$ cat config.mk
export PLATFORM = sky130hd
export DESIGN_NAME = bidir_step_seq
export DESIGN_NICKNAME = d
export VERILOG_FILES = /design/src/rtl/seq_pkg.sv /design/src/rtl/seq_decode.sv /design/src/rtl/seq_branch.sv /design/src/rtl/seq_step_unit.sv /design/src/rtl/seq_pc_unit.sv /design/src/rtl/bidir_step_seq.sv
export SDC_FILE = /design/constraint.sdc
export NUM_CORES = 1
export LEC_CHECK = 0
export BUFFER_PORTS_ARGS = -buffer_cell sky130_fd_sc_hd__buf_2
export CORE_MARGIN = 2
export CORE_UTILIZATION = 48
export CTS_CLUSTER_SIZE = 40
export DETAILED_ROUTE_END_ITERATION = 10
export GPL_TIMING_DRIVEN = 0
export PLACE_DENSITY_LB_ADDON = 0.25
export SLEW_MARGIN = 10
export SYNTH_ARGS = -nofsm -noshare
export SYNTH_HDL_FRONTEND = slang
export SYNTH_SLANG_ARGS = --single-unit
$ cat constraint.sdc
create_clock -name clk -period 12.99 [get_ports clk]
set_input_delay 1.9485 -clock clk [delete_from_list [all_inputs] [get_ports clk]]
set_output_delay 1.9485 -clock clk [all_outputs]
set_load 0.05 [all_outputs]
$ cat src/rtl/seq_pkg.sv
package seq_pkg;

    localparam int DW         = 16;
    localparam int HW_BYTES   = 2;
    localparam int RESET_STEP = 2;

    localparam int OPC_MSB    = 15;
    localparam int OPC_LSB    = 10;
    localparam int OPC_W      = OPC_MSB - OPC_LSB + 1;
    localparam int PREV_BIT   = 9;
    localparam int EXT_BIT    = OPC_W - 1;

    localparam logic [OPC_W-1:0] OPC_JUMP_BASE = 6'h30;
    localparam logic [OPC_W-1:0] OPC_JUMP_LAST = 6'h36;

    typedef enum logic [2:0] {
        CMP_EQ     = 3'd0,
        CMP_NE     = 3'd1,
        CMP_LT     = 3'd2,
        CMP_GT     = 3'd3,
        CMP_LE     = 3'd4,
        CMP_GE     = 3'd5,
        CMP_ALWAYS = 3'd6,
        CMP_NONE   = 3'd7
    } cmp_e;

    typedef struct packed {
        logic             ext;
        logic             prev_ext;
        cmp_e             cmp;
        logic [OPC_W-1:0] opcode;
    } dec_t;

    function automatic cmp_e opcode_to_cmp(input logic [OPC_W-1:0] opc);
        cmp_e c;
        if (opc >= OPC_JUMP_BASE && opc <= OPC_JUMP_LAST) begin
            c = cmp_e'(3'(opc - OPC_JUMP_BASE));
        end else begin
            c = CMP_NONE;
        end
        return c;
    endfunction

    function automatic logic cond_holds(input cmp_e c,
                                        input logic signed [DW-1:0] a,
                                        input logic signed [DW-1:0] b);
        logic r;
        unique case (c)
            CMP_EQ:     r = (a == b);
            CMP_NE:     r = (a != b);
            CMP_LT:     r = (a <  b);
            CMP_GT:     r = (a >  b);
            CMP_LE:     r = (a <= b);
            CMP_GE:     r = (a >= b);
            CMP_ALWAYS: r = 1'b1;
            default:    r = 1'b0;
        endcase
        return r;
    endfunction

endpackage

$ cat src/rtl/seq_decode.sv
module seq_decode
    import seq_pkg::*;
(
    input  logic [DW-1:0] hw_i,
    output dec_t          dec_o
);
    logic [OPC_W-1:0] opc;
    logic             unused_fields;

    assign opc           = hw_i[OPC_MSB:OPC_LSB];
    assign unused_fields = ^hw_i[PREV_BIT-1:0];

    always_comb begin
        dec_o.opcode   = opc;
        dec_o.ext      = opc[EXT_BIT];
        dec_o.prev_ext = hw_i[PREV_BIT];
        dec_o.cmp      = opcode_to_cmp(opc);
    end

    // only the jump window may yield a comparison code other than none
    always_comb begin
        if (!(opc >= OPC_JUMP_BASE && opc <= OPC_JUMP_LAST))
            a_r5_nonjump_none: assert (dec_o.cmp == CMP_NONE || $isunknown(opc));
    end
endmodule

$ cat src/rtl/seq_branch.sv
module seq_branch
    import seq_pkg::*;
(
    input  cmp_e          cmp_i,
    input  logic [DW-1:0] a_i,
    input  logic [DW-1:0] b_i,
    output logic          taken_o
);
    assign taken_o = cond_holds(cmp_i, $signed(a_i), $signed(b_i));

    // the unconditional code is always taken, the none code never
    always_comb begin
        if (cmp_i == CMP_ALWAYS) a_r5_always_taken: assert (taken_o);
        if (cmp_i == CMP_NONE)   a_r5_none_idle:    assert (!taken_o);
    end
endmodule

$ cat src/rtl/seq_step_unit.sv
module seq_step_unit
    import seq_pkg::*;
#(
    parameter int W     = DW,
    parameter int RST_V = RESET_STEP
) (
    input  logic         clk,
    input  logic         rst,
    input  logic         fwd_en,
    input  logic         undo_en,
    input  logic         taken,
    input  logic [W-1:0] delta,
    output logic [W-1:0] step_q,
    output logic [W-1:0] step_fwd
);
    assign step_fwd = taken ? step_q + delta : step_q;

    always_ff @(posedge clk) begin
        if (rst) begin
            step_q <= W'(RST_V);
        end else if (fwd_en) begin
            step_q <= step_fwd;
        end else if (undo_en && taken) begin
            step_q <= step_q - delta;
        end
    end

    a_r8_step_idle: assert property (@(posedge clk) disable iff (rst)
        (!fwd_en && !undo_en) |=> $stable(step_q));

    a_r3_step_untaken: assert property (@(posedge clk) disable iff (rst)
        (fwd_en && !taken) |=> $stable(step_q));

    a_r7_undo_inverse: assert property (@(posedge clk) disable iff (rst)
        (undo_en && taken) |=> (W'(step_q + $past(delta)) == $past(step_q)));

    a_r4_fwd_sum: assert property (@(posedge clk) disable iff (rst)
        (fwd_en && taken) |=> (W'(step_q - $past(delta)) == $past(step_q)));
endmodule

$ cat src/rtl/seq_pc_unit.sv
module seq_pc_unit
    import seq_pkg::*;
#(
    parameter int W  = DW,
    parameter int HB = HW_BYTES
) (
    input  logic         clk,
    input  logic         rst,
    input  logic         fwd_en,
    input  logic         back_en,
    input  logic         ext,
    input  logic         prev_ext,
    input  logic [W-1:0] step_fwd,
    input  logic [W-1:0] step_cur,
    output logic [W-1:0] pc_q
);
    localparam logic [W-1:0] EXTRA = W'(HB);

    logic [W-1:0] fwd_gap;
    logic [W-1:0] back_gap;

    assign fwd_gap  = step_fwd + (ext      ? EXTRA : '0);
    assign back_gap = step_cur + (prev_ext ? EXTRA : '0);

    always_ff @(posedge clk) begin
        if (rst) begin
            pc_q <= '0;
        end else if (fwd_en) begin
            pc_q <= pc_q + fwd_gap;
        end else if (back_en) begin
            pc_q <= pc_q - back_gap;
        end
    end

    a_r8_pc_idle: assert property (@(posedge clk) disable iff (rst)
        (!fwd_en && !back_en) |=> $stable(pc_q));

    a_r6_back_plain: assert property (@(posedge clk) disable iff (rst)
        (back_en && !prev_ext) |=> (W'(pc_q + $past(step_cur)) == $past(pc_q)));
endmodule

$ cat src/rtl/bidir_step_seq.sv
module bidir_step_seq
    import seq_pkg::*;
(
    input  logic          clk,
    input  logic          rst,
    input  logic          valid_i,
    input  logic          reverse_i,
    input  logic [DW-1:0] hw0_i,
    input  logic [DW-1:0] hw1_i,
    input  logic [DW-1:0] opa_i,
    input  logic [DW-1:0] opb_i,
    output logic [DW-1:0] pc_o,
    output logic [DW-1:0] step_o,
    output logic          undo_o
);
    dec_t          dec;
    logic          taken;
    logic          undo_q;
    logic          fwd_en;
    logic          back_en;
    logic          undo_en;
    logic [DW-1:0] step_q;
    logic [DW-1:0] step_fwd;

    assign fwd_en  = valid_i && !undo_q && !reverse_i;
    assign back_en = valid_i && !undo_q &&  reverse_i;
    assign undo_en = valid_i &&  undo_q;

    seq_decode u_dec (
        .hw_i  (hw0_i),
        .dec_o (dec)
    );

    seq_branch u_br (
        .cmp_i   (dec.cmp),
        .a_i     (opa_i),
        .b_i     (opb_i),
        .taken_o (taken)
    );

    seq_step_unit #(.W(DW), .RST_V(RESET_STEP)) u_step (
        .clk      (clk),
        .rst      (rst),
        .fwd_en   (fwd_en),
        .undo_en  (undo_en),
        .taken    (taken),
        .delta    (hw1_i),
        .step_q   (step_q),
        .step_fwd (step_fwd)
    );

    seq_pc_unit #(.W(DW), .HB(HW_BYTES)) u_pc (
        .clk      (clk),
        .rst      (rst),
        .fwd_en   (fwd_en),
        .back_en  (back_en),
        .ext      (dec.ext),
        .prev_ext (dec.prev_ext),
        .step_fwd (step_fwd),
        .step_cur (step_q),
        .pc_q     (pc_o)
    );

    always_ff @(posedge clk) begin
        if (rst) begin
            undo_q <= 1'b0;
        end else if (back_en) begin
            undo_q <= 1'b1;
        end else if (undo_en) begin
            undo_q <= 1'b0;
        end
    end

    assign step_o = step_q;
    assign undo_o = undo_q;

    a_r1_reset_state: assert property (@(posedge clk)
        rst |=> (pc_o == '0 && step_o == DW'(RESET_STEP) && !undo_o));

    a_r6_undo_armed: assert property (@(posedge clk) disable iff (rst)
        (valid_i && !undo_o && reverse_i) |=> (undo_o && $stable(step_o)));

    a_r7_undo_once: assert property (@(posedge clk) disable iff (rst)
        (valid_i && undo_o) |=> (!undo_o && $stable(pc_o)));

    a_r8_undo_hold: assert property (@(posedge clk) disable iff (rst)
        !valid_i |=> $stable(undo_o));
endmodule

==> results.json, run 1 <==
{
  "final_area_um2": 6028,
  "grt_pass1_vias": 5023,
  "drtIter0Drc": 298,
  "avgSynthCellArea_um2": 7.456,
  "max_slew_margin_pct": 36.88,
  "portBuffers": 90,
  "critical_path_peak_fanout": 10,
  "async_flop_share_pct": 0,
  "cap_violations": 0,
  "path_depth": 25,
  "clk_latency_ps": 290,
  "clk_pin_slew_ps": 70,
  "startpoint_type": "input pin",
  "yosys.cell_types.count": 59,
  "crit_family": "simple AND/OR/NAND/NOR gates",
  "rrSetupSlack_ps": 8380,
  "peakVddDrop_v": 0.00003294,
  "start_util_pct": 49.12,
  "yosys_warnings": 0,
  "overflow": 0,
  "grt.total_usage_pct": 24.10,
  "slowest_delay_ps": 540,
  "antenna_found_initial": 0,
  "cts_setup_buffers": 0,
  "hold_violations": 0,
  "path_buf_inv": 4,
  "wire_per_inst_um": 15.19,
  "fmax_ghz": 0.1392,
  "vias_per_cell": 5.600,
  "fin_crit_ps": 7184,
  "htreeDepth": 2,
  "crit_path_end_kind": "flip-flop",
  "holdBufCountCts": 0,
  "r2r_start": "u_step.step_q[0]$_SDFFE_PP0P_",
  "cts_tree": "yes",
  "area_growth_pct": 13.71,
  "syn-cell-area_um2": 5301,
  "cp_slowest_cell": "fa_1",
  "cts_buffer_depth": 2,
  "dp_hpwl_um": 12090,
  "powerDensity_nw_per_um2": 72.50,
  "synth-edff-count": 0,
  "io_pins": 101,
  "rsz0062_at_grt": "no",
  "hp-class": "reg -> reg",
  "layout.nets": 986,
  "dpl-instance-area_um2": 5927,
  "die_h_um": 109.1,
  "drtAntennaViolNets": 0,
  "post_cts_resized": 0,
  "place.gp.congestion": 0.9287,
  "layoutNonFillerInstCount": 949,
  "syn-num-nets": 889,
  "synth_cells": 711,
  "ys_ff_latch": 33,
  "worstSetupPathType": "in -> reg",
  "synth_seq_area_share_pct": 12.46,
  "remaining_drc_errors": 0,
  "die_w_um": 109.1,
  "dp_cells": 941,
  "slew_violations": 0,
  "ff2ff_path_depth": 19,
  "finish.utilization_pct": 55.85,
  "grt_first_pass_wirelength_um": 23000,
  "wl_um": 14420,
  "dr.pass1.iters": 5,
  "n_antenna_cell": 0,
  "rr_endpoint": "u_pc.pc_q[15]$_SDFFE_PP0P_",
  "finClkSkew_ps": 8.537,
  "cts_root_buffer": "clkbuf_8",
  "final_cell_mix": "ha_1, inv_1, buf_2, a21oi_1, nor2_1",
  "cellLeakagePower_nw": 3.026,
  "grt_max_degree": 11,
  "setup_violations": 0,
  "layout_commonest_cell": "ha_1",
  "rows": 38,
  "period_share_pct": 55.31,
  "numClockSinks": 33,
  "arrival_ps": 7390,
  "synth.area.top_cells": "ha_1, dfxtp_1, inv_1",
  "status": "finished clean",
  "worstMarginPinSlew_ps": 945.0,
  "worstSetupStartpoint": "opb_i[15]",
  "pre_cts_ws_ps": 5536,
  "power_mw": 0.4371,
  "numCtsBuffers": 5,
  "required_ps": 13190,
  "fin_tns_setup_ps": 0,
  "endpoint": "u_pc.pc_q[15]$_SDFFE_PP0P_",
  "fin_ws_ps": 5806,
  "synth_top_area_share_pct": 24.78,
  "drive_gt1_share_pct": 14.22,
  "die_area_um2": 11900,
  "yosysTopAreaCell": "ha_1",
  "ys_dominant_reg_cell": "dfxtp_1",
  "vias": 5314,
  "whs_ps": 525.9,
  "coreArea_um2": 10790
}
==> worst min-delay path by stage <==
stage | slack (ps) | endpoint | cells after the start | from
detailed placement | 510 | u_pc.pc_q[14]$_SDFFE_PP0P_ | 2 | u_pc.pc_q[14]$_SDFFE_PP0P_
floorplan | 700 | u_pc.pc_q[10]$_SDFFE_PP0P_ | 2 | u_pc.pc_q[10]$_SDFFE_PP0P_
CTS | 520 | u_pc.pc_q[14]$_SDFFE_PP0P_ | 2 | u_pc.pc_q[14]$_SDFFE_PP0P_
global placement | 510 | u_pc.pc_q[6]$_SDFFE_PP0P_ | 2 | u_pc.pc_q[6]$_SDFFE_PP0P_
finish | 530 | u_pc.pc_q[2]$_SDFFE_PP0P_ | 2 | u_pc.pc_q[2]$_SDFFE_PP0P_
global route | 540 | u_pc.pc_q[14]$_SDFFE_PP0P_ | 2 | u_pc.pc_q[14]$_SDFFE_PP0P_
==> logic make-up after synthesis <==
family / count (synthesis) / synth area share (%)
AO/OA/AOI/OAI: 198 / 24.38
AND/OR/NAND/NOR: 193 / 18.10
buffers and inverters: 122 / 8.709
adder cells (fa/ha/maj): 110 / 26.67
XOR/XNOR: 42 / 6.939
flip-flops: 33 / 12.46
multiplexers: 13 / 2.738
==> routing by layer <==
| metal | vias up | track usage, % | share of wire [%] |
|---|---|---|---|
| met5 | - | 0 | 0 |
| met4 | 0 | 7.143 | 2.0 |
| met3 | 21 | 1.674 | 4.8 |
| met2 | 129 | 44.06 | 48 |
| met1 | 2455 | 30.04 | 45 |
| li1 | 2709 | - | - |
==> area by class of cell <==
class                           count  area, um2
Fill cell                        1016       4765
Multi-Input combinational cell    556       4179
Sequential cell                    33      660.6
Timing Repair Buffer               90      450.4
Inverter                           98      367.9
Tap cell                          140      175.2
Clock buffer                        7      96.34
Buffer                             24      93.84
Clock inverter                      1      5.005
==> registers in the layout, summed over array words and instances (netlist names) <==
name / cells
u_pc.pc_q: 16
undo_o: 1
u_step.step_q: 16
==> cell usage after synthesis, drive strengths merged, types with 2 or more instances <==
master	number
a2111oi	3
a211o	3
a211oi	20
a21boi	3
a21o	9
a21oi	61
a22oi	10
a2bb2oi	2
a311oi	2
a31oi	3
a41oi	2
and3	3
buf	2
clkbuf	22
dfxtp	33
fa	5
ha	105
inv	98
mux2	12
nand2	39
nand2b	10
nand3	14
nand4	4
nor2	59
nor2b	13
nor3	22
nor3b	4
nor4	3
nor4b	2
nor4bb	2
o211ai	15
o21a	6
o21ai	32
o21bai	8
o31a	2
o31ai	10
or2	3
or3	8
or4	4
xnor2	25
xor2	17
==> report_power, final <==
part | switching [mW] | internal (mW)
sequential | 0.00986 | 0.108
combinational | 0.141 | 0.0905
clock | 0.0398 | 0.0479
total | 0.190 | 0.247
==> worst reg2reg max path, stage by stage (launching register included) <==
cell and delay, ps:
dfxtp_1 430, ha_1 210, inv_1 50, fa_1 410, o21bai_1 150, a21oi_1 130
o21ai_0 280, a31oi_1 210, o31ai_1 340, xnor2_1 160, mux2_2 290, ha_1 270
ha_1 360, nand3_1 120, a21oi_1 230, nor3_1 120, o31ai_1 330, nor2_1 70
nand3_1 90, nor4bb_1 270
Note: power is estimated with default switching activity, not from simulation.
==> run 2: changes to the inputs <==
==> constraint.sdc (replaced) <==
create_clock -name clk -period 5.85 [get_ports clk]
set_input_delay 0.8775 -clock clk [delete_from_list [all_inputs] [get_ports clk]]
set_output_delay 0.8775 -clock clk [all_outputs]
set_load 0.05 [all_outputs]
==> run 2 against run 1 <==
Compared with the run above: die area stayed put; cell area is 0.12% higher; global-route usage is 0.087 points lower; critical endpoint unchanged; worst hold slack hardly changed; clock-buffer cell count stayed put; first-iteration DRC count is 3.4% lower; clock skew hardly changed; utilization is 0.070 points higher; sequential share of layout area hardly changed; worst setup slack worse by 5600 ps; critical path depth is 1 lower.
==> results.json, run 2 (same netlist as run 1, synthesis figures left out) <==
{
  "status": "finished clean",
  "clk_pin_slew_ps": 70,
  "dr.pass1.iters": 5,
  "holdPathStages": 2,
  "multiInputGateArea_um2": 4190,
  "drtIter0Drc": 288,
  "area_growth_pct": 13.85,
  "drtAntennaViolNets": 0,
  "worstMarginPinSlew_ps": 936.9,
  "pre_cts_ws_ps": -532.9,
  "grt_first_pass_wirelength_um": 22960,
  "fmax_ghz": 0.1776,
  "clk_latency_ps": 290,
  "io_pins": 101,
  "hp-class": "reg -> reg",
  "fin_crit_ps": 5630,
  "rrSetupSlack_ps": 1300,
  "busiest_layer": "met2",
  "worstSetupPathType": "in -> reg",
  "vias_per_cell": 5.636,
  "numClockSinks": 33,
  "cellLeakagePower_nw": 3.026,
  "hold_violations": 0,
  "path_cells": "buf_2 > inv_1 > ha_1 > nand4_1 > or2_1 > or3_4 > nor4b_1 > or3_4 > a211o_4 > nand2_1 > o21ai_1 > fa_1 > ha_1 > inv_1 > fa_1 > nor2b_2 > o31a_1 > o211ai_1 > a21oi_2 > nor3_2 > o31ai_1 > nor2_1 > nand3_1 > nor4bb_1",
  "final_area_um2": 6036,
  "required_ps": 6050,
  "grtUsageMet1_pct": 30.08,
  "overflow": 0,
  "r2r_start": "u_step.step_q[8]$_SDFFE_PP0P_",
  "portBuffers": 90,
  "seq_area_um2": 660.6,
  "fin_ws_ps": 219.9,
  "dp_cells": 941,
  "slowest_delay_ps": 500,
  "ff2ff_path_depth": 17,
  "dpl-instance-area_um2": 5927,
  "crit_path_end_kind": "flip-flop",
  "drive_gt1_share_pct": 14.60,
  "numCtsBuffers": 5,
  "wire_per_inst_um": 15.22,
  "period_share_pct": 96.24,
  "vias": 5343,
  "rows": 38,
  "cp_slowest_cell": "fa_1",
  "cts_tree": "yes",
  "wl_um": 14430,
  "use_met2_pct": 43.70,
  "cts_buffer_depth": 2,
  "worstHoldStart": "u_pc.pc_q[14]$_SDFFE_PP0P_",
  "arrival_ps": 5830,
  "remaining_drc_errors": 0,
  "die_h_um": 109.1,
  "layoutNonFillerInstCount": 948,
  "max_slew_margin_pct": 37.42,
  "met3_usage_pct": 1.674,
  "rsz0062_at_grt": "yes",
  "place.gp.congestion": 0.9287,
  "cap_violations": 0,
  "die_w_um": 109.1,
  "n_fill_cell": 1014,
  "layout.nets": 985,
  "n_antenna_cell": 0,
  "coreArea_um2": 10790,
  "setup_violations": 0,
  "layout_commonest_cell": "ha_1",
  "holdPathEnd": "u_pc.pc_q[14]$_SDFFE_PP0P_",
  "cts_root_buffer": "clkbuf_8",
  "htreeDepth": 2,
  "fin_tns_setup_ps": 0,
  "rr_endpoint": "u_pc.pc_q[14]$_SDFFE_PP0P_",
  "startpoint_type": "input pin",
  "finClkSkew_ps": 8.222,
  "power_mw": 0.9701,
  "cts_setup_buffers": 0,
  "peakVddDrop_v": 0.00007313,
  "grt_max_degree": 16,
  "powerDensity_nw_per_um2": 160.7,
  "critical_path_peak_fanout": 15,
  "start_util_pct": 49.12,
  "die_area_um2": 11900,
  "holdBufCountCts": 0,
  "slew_violations": 0,
  "final_cell_mix": "ha_1, inv_1, buf_2, a21oi_1, nor2_1",
  "grt.total_usage_pct": 24.01,
  "antenna_found_initial": 0,
  "grt_pass1_vias": 5021,
  "dp_hpwl_um": 12090
}
run 2: changes by cell type in the layout (fill, tap and decap cells not counted):
cell,before,now
clkbuf_1,22,21
nor2b_1,13,12
o21ai_0,32,31
a21oi_2,0,1
nor3_1,22,21
o21ai_1,0,1
a21oi_1,61,60
nor3_2,0,1
nor2b_2,0,1
run 2: area by class of cell:
cell class              count  area share, %
plain buffers              23          1.493
clock buffers               7          1.596
clock inverters             1        0.08292
inverters                  98          6.095
multi-input cells         556          69.42
flip-flops and latches     33          10.95
well taps                 140          2.902
repair buffers             90          7.463
run 2: how the worst max path moves through the flow:
stage,end,startpoint,depth (start not counted)
finish,u_pc.pc_q[15]$_SDFFE_PP0P_,opb_i[15],24
detailed placement,u_pc.pc_q[15]$_SDFFE_PP0P_,opb_i[15],25
floorplan,u_pc.pc_q[15]$_SDFFE_PP0P_,opb_i[15],24
global placement,u_pc.pc_q[15]$_SDFFE_PP0P_,opb_i[15],25
global route,u_pc.pc_q[14]$_SDFFE_PP0P_,opb_i[15],22
CTS,u_pc.pc_q[15]$_SDFFE_PP0P_,opb_i[15],24
run 2: per-layer routing:
metal,share of wire [%],wire length [um],vias up
met1,45,6558,2481
met4,1.8,262,0
met2,48,6978,135
li1,-,-,2707
met3,4.4,628,20
met5,0,0,-
run 2: per-stage QoR:
step                utilization, %  hold WS, ps
floorplan                        -        699.0
global placement             54.92        509.0
detailed placement           54.92        512.5
CTS                          55.82        522.9
global route                 55.92        537.4
finish                       55.92        526.3
run 2: critical path, delay by kind of cell:
family	cells	cell delay [ps]
buffers and inverters	3	190
adders and majority gates	4	1400
and+or+nand+nor	11	2070
AOI/OAI and AO/OA	6	1290
run 2: timing repair:
item / CTS / global route
resized for setup: 0 / 4
pin swaps: 0 / 1
setup endpoints to repair: 3 / 4
run 2: power breakdown:
group          switching (mW)  internal, mW
Combinational           0.313         0.201
Clock                  0.0871         0.106
Sequential             0.0218         0.240
Total                   0.422         0.548
==> run 3: changes to the inputs <==
--- a/config.mk
+++ b/config.mk
@@ -12,6 +12,7 @@
 export DETAILED_ROUTE_END_ITERATION = 10
 export GPL_TIMING_DRIVEN = 0
 export PLACE_DENSITY_LB_ADDON = 0.25
+export REMOVE_ABC_BUFFERS = 1
 export SLEW_MARGIN = 10
 export SYNTH_ARGS = -nofsm -noshare
 export SYNTH_HDL_FRONTEND = slang
==> run 3 against run 2 <==
Compared with the run above: power fell by 2.6%; global-route usage decreased by 0.33 points; maximum frequency grew 0.54%; critical endpoint unchanged; largest cell class unchanged; highest routed layer unchanged.
==> results.json, run 3 (same netlist as run 1, synthesis figures left out) <==
{
  "fin_tns_setup_ps": 0,
  "final_cell_mix": "ha_1, inv_1, buf_2, a21oi_1, nor2_1",
  "busiest_layer": "met2",
  "vias_per_cell": 5.628,
  "cts_root_buffer": "clkbuf_8",
  "critical_path_peak_fanout": 6,
  "die_w_um": 109.1,
  "die_h_um": 109.1,
  "arrival_ps": 5800,
  "cellLeakagePower_nw": 3.002,
  "grt.total_usage_pct": 23.68,
  "die_area_um2": 11900,
  "max_slew_margin_pct": 34.25,
  "grtUsageMet1_pct": 30.36,
  "cp_slowest_cell": "fa_1",
  "numClockSinks": 33,
  "vias": 5228,
  "cts_tree": "yes",
  "hold_violations": 0,
  "dp_hpwl_um": 11060,
  "dr.pass1.iters": 5,
  "numCtsBuffers": 5,
  "pre_cts_ws_ps": -222.5,
  "powerDensity_nw_per_um2": 158.1,
  "drive_gt1_share_pct": 15.46,
  "use_met2_pct": 41.53,
  "portBuffers": 91,
  "multiInputGateArea_um2": 4220,
  "wire_per_inst_um": 15.00,
  "start_util_pct": 49.12,
  "n_fill_cell": 1063,
  "grt_first_pass_wirelength_um": 22800,
  "antenna_found_initial": 0,
  "grt_pass1_vias": 5065,
  "htreeDepth": 2,
  "seq_area_um2": 660.6,
  "layout.nets": 966,
  "overflow": 0,
  "hp-class": "reg -> reg",
  "cap_violations": 0,
  "fin_ws_ps": 250.2,
  "slowest_delay_ps": 510,
  "clk_pin_slew_ps": 70,
  "io_pins": 101,
  "worstSetupPathType": "in -> reg",
  "rows": 38,
  "place.gp.congestion": 0.9283,
  "wl_um": 13930,
  "status": "finished clean",
  "cts_buffer_depth": 2,
  "area_growth_pct": 12.74,
  "coreArea_um2": 10790,
  "slew_violations": 0,
  "worstMarginPinSlew_ps": 984.3,
  "drtIter0Drc": 242,
  "drtAntennaViolNets": 0,
  "remaining_drc_errors": 0,
  "finClkSkew_ps": 2.168,
  "setup_violations": 0,
  "required_ps": 6050,
  "holdBufCountCts": 0,
  "layout_commonest_cell": "ha_1",
  "clk_latency_ps": 290,
  "path_cells": "buf_2 > inv_1 > ha_1 > nand4_1 > or2_1 > or3_4 > nor4b_1 > or3_4 > a211o_4 > nand2_1 > o21ai_1 > fa_1 > ha_1 > inv_1 > fa_1 > nor2b_2 > o31a_1 > o211ai_1 > a21oi_2 > nor3_2 > o31ai_1 > nor2_1 > nand3_1 > nor4bb_1",
  "fmax_ghz": 0.1786,
  "peakVddDrop_v": 0.00007627,
  "n_antenna_cell": 0,
  "period_share_pct": 95.72,
  "crit_path_end_kind": "flip-flop",
  "met3_usage_pct": 2.391,
  "startpoint_type": "input pin",
  "grt_max_degree": 34,
  "fin_crit_ps": 5600
}
==> run 3: cell types whose count changed in the layout (fill, tap and decap cells not counted), sizes merged <==
cell | previous run | this run
clkbuf | 28 | 6
a211o | 3 | 4
buf | 92 | 93
clkinv | 1 | 2
==> run 3: cell type report <==
| cell class | count | area share (%) |
|---|---|---|
| inverters | 98 | 6.154 |
| well taps | 140 | 2.931 |
| clock inverters | 2 | 0.1675 |
| multi-input cells | 557 | 70.61 |
| repair buffers | 93 | 7.871 |
| flip-flops and latches | 33 | 11.05 |
| clock buffers | 6 | 1.214 |
==> run 3: path summary, 6_finish.rpt <==
path                                                    to  slack [ps]  cells after the start                     startpoint
worst max-delay path            u_pc.pc_q[15]$_SDFFE_PP0P_         250                     24                      opb_i[15]
worst min-delay path            u_pc.pc_q[10]$_SDFFE_PP0P_         520                      2     u_pc.pc_q[10]$_SDFFE_PP0P_
worst max register to register  u_pc.pc_q[14]$_SDFFE_PP0P_        1280                     18  u_step.step_q[1]$_SDFFE_PP1P_
worst min register to register  u_pc.pc_q[10]$_SDFFE_PP0P_         520                      2     u_pc.pc_q[10]$_SDFFE_PP0P_
==> run 3: where the power goes <==
part           internal (mW)  switching [mW]
Sequential             0.240          0.0215
Combinational          0.202           0.309
Clock                 0.0825          0.0890
Total                  0.525           0.420
==> run 3: what timing repair did <==
| action | 4_1_cts | 5_1_grt |
|---|---|---|
| resized for setup | 0 | 5 |
| endpoints found under the hold margin | 0 | 0 |
| setup endpoints to repair | 0 | 4 |
| setup buffers | 0 | 2 |
==> run 3: per-stage QoR <==
| stage | utilization, % | total power, mW | hold WS, ps | cell area, um2 | instances |
|---|---|---|---|---|---|
| 6_report | 55.38 | 0.9449 | 519.8 | 5977 | 929 |
| 3_5_place_dp | 54.21 | 0.7692 | 504.6 | 5851 | 918 |
| 2_1_floorplan | - | 0.6421 | 699.1 | 5207 | 687 |
| 4_1_cts | 54.97 | 0.9410 | 515.1 | 5933 | 926 |
| 3_3_place_gp | 54.09 | 0.7521 | 501.5 | 5838 | 918 |
| 5_1_grt | 55.38 | 1.024 | 539.0 | 5977 | 929 |
==> run 3: per-layer routing <==
metal / wire [um] / vias to the layer above
met4: 244 / 0
met3: 546 / 20
met2: 6584 / 116
met5: 0 / -
met1: 6558 / 2420
li1: - / 2672
==> run 3: critical path: cells and delay by family <==
family	cells	cell delay (ps)
fa+ha+maj	4	1410
buf+inv	3	170
simple gates	11	2070
compound gates	6	1260
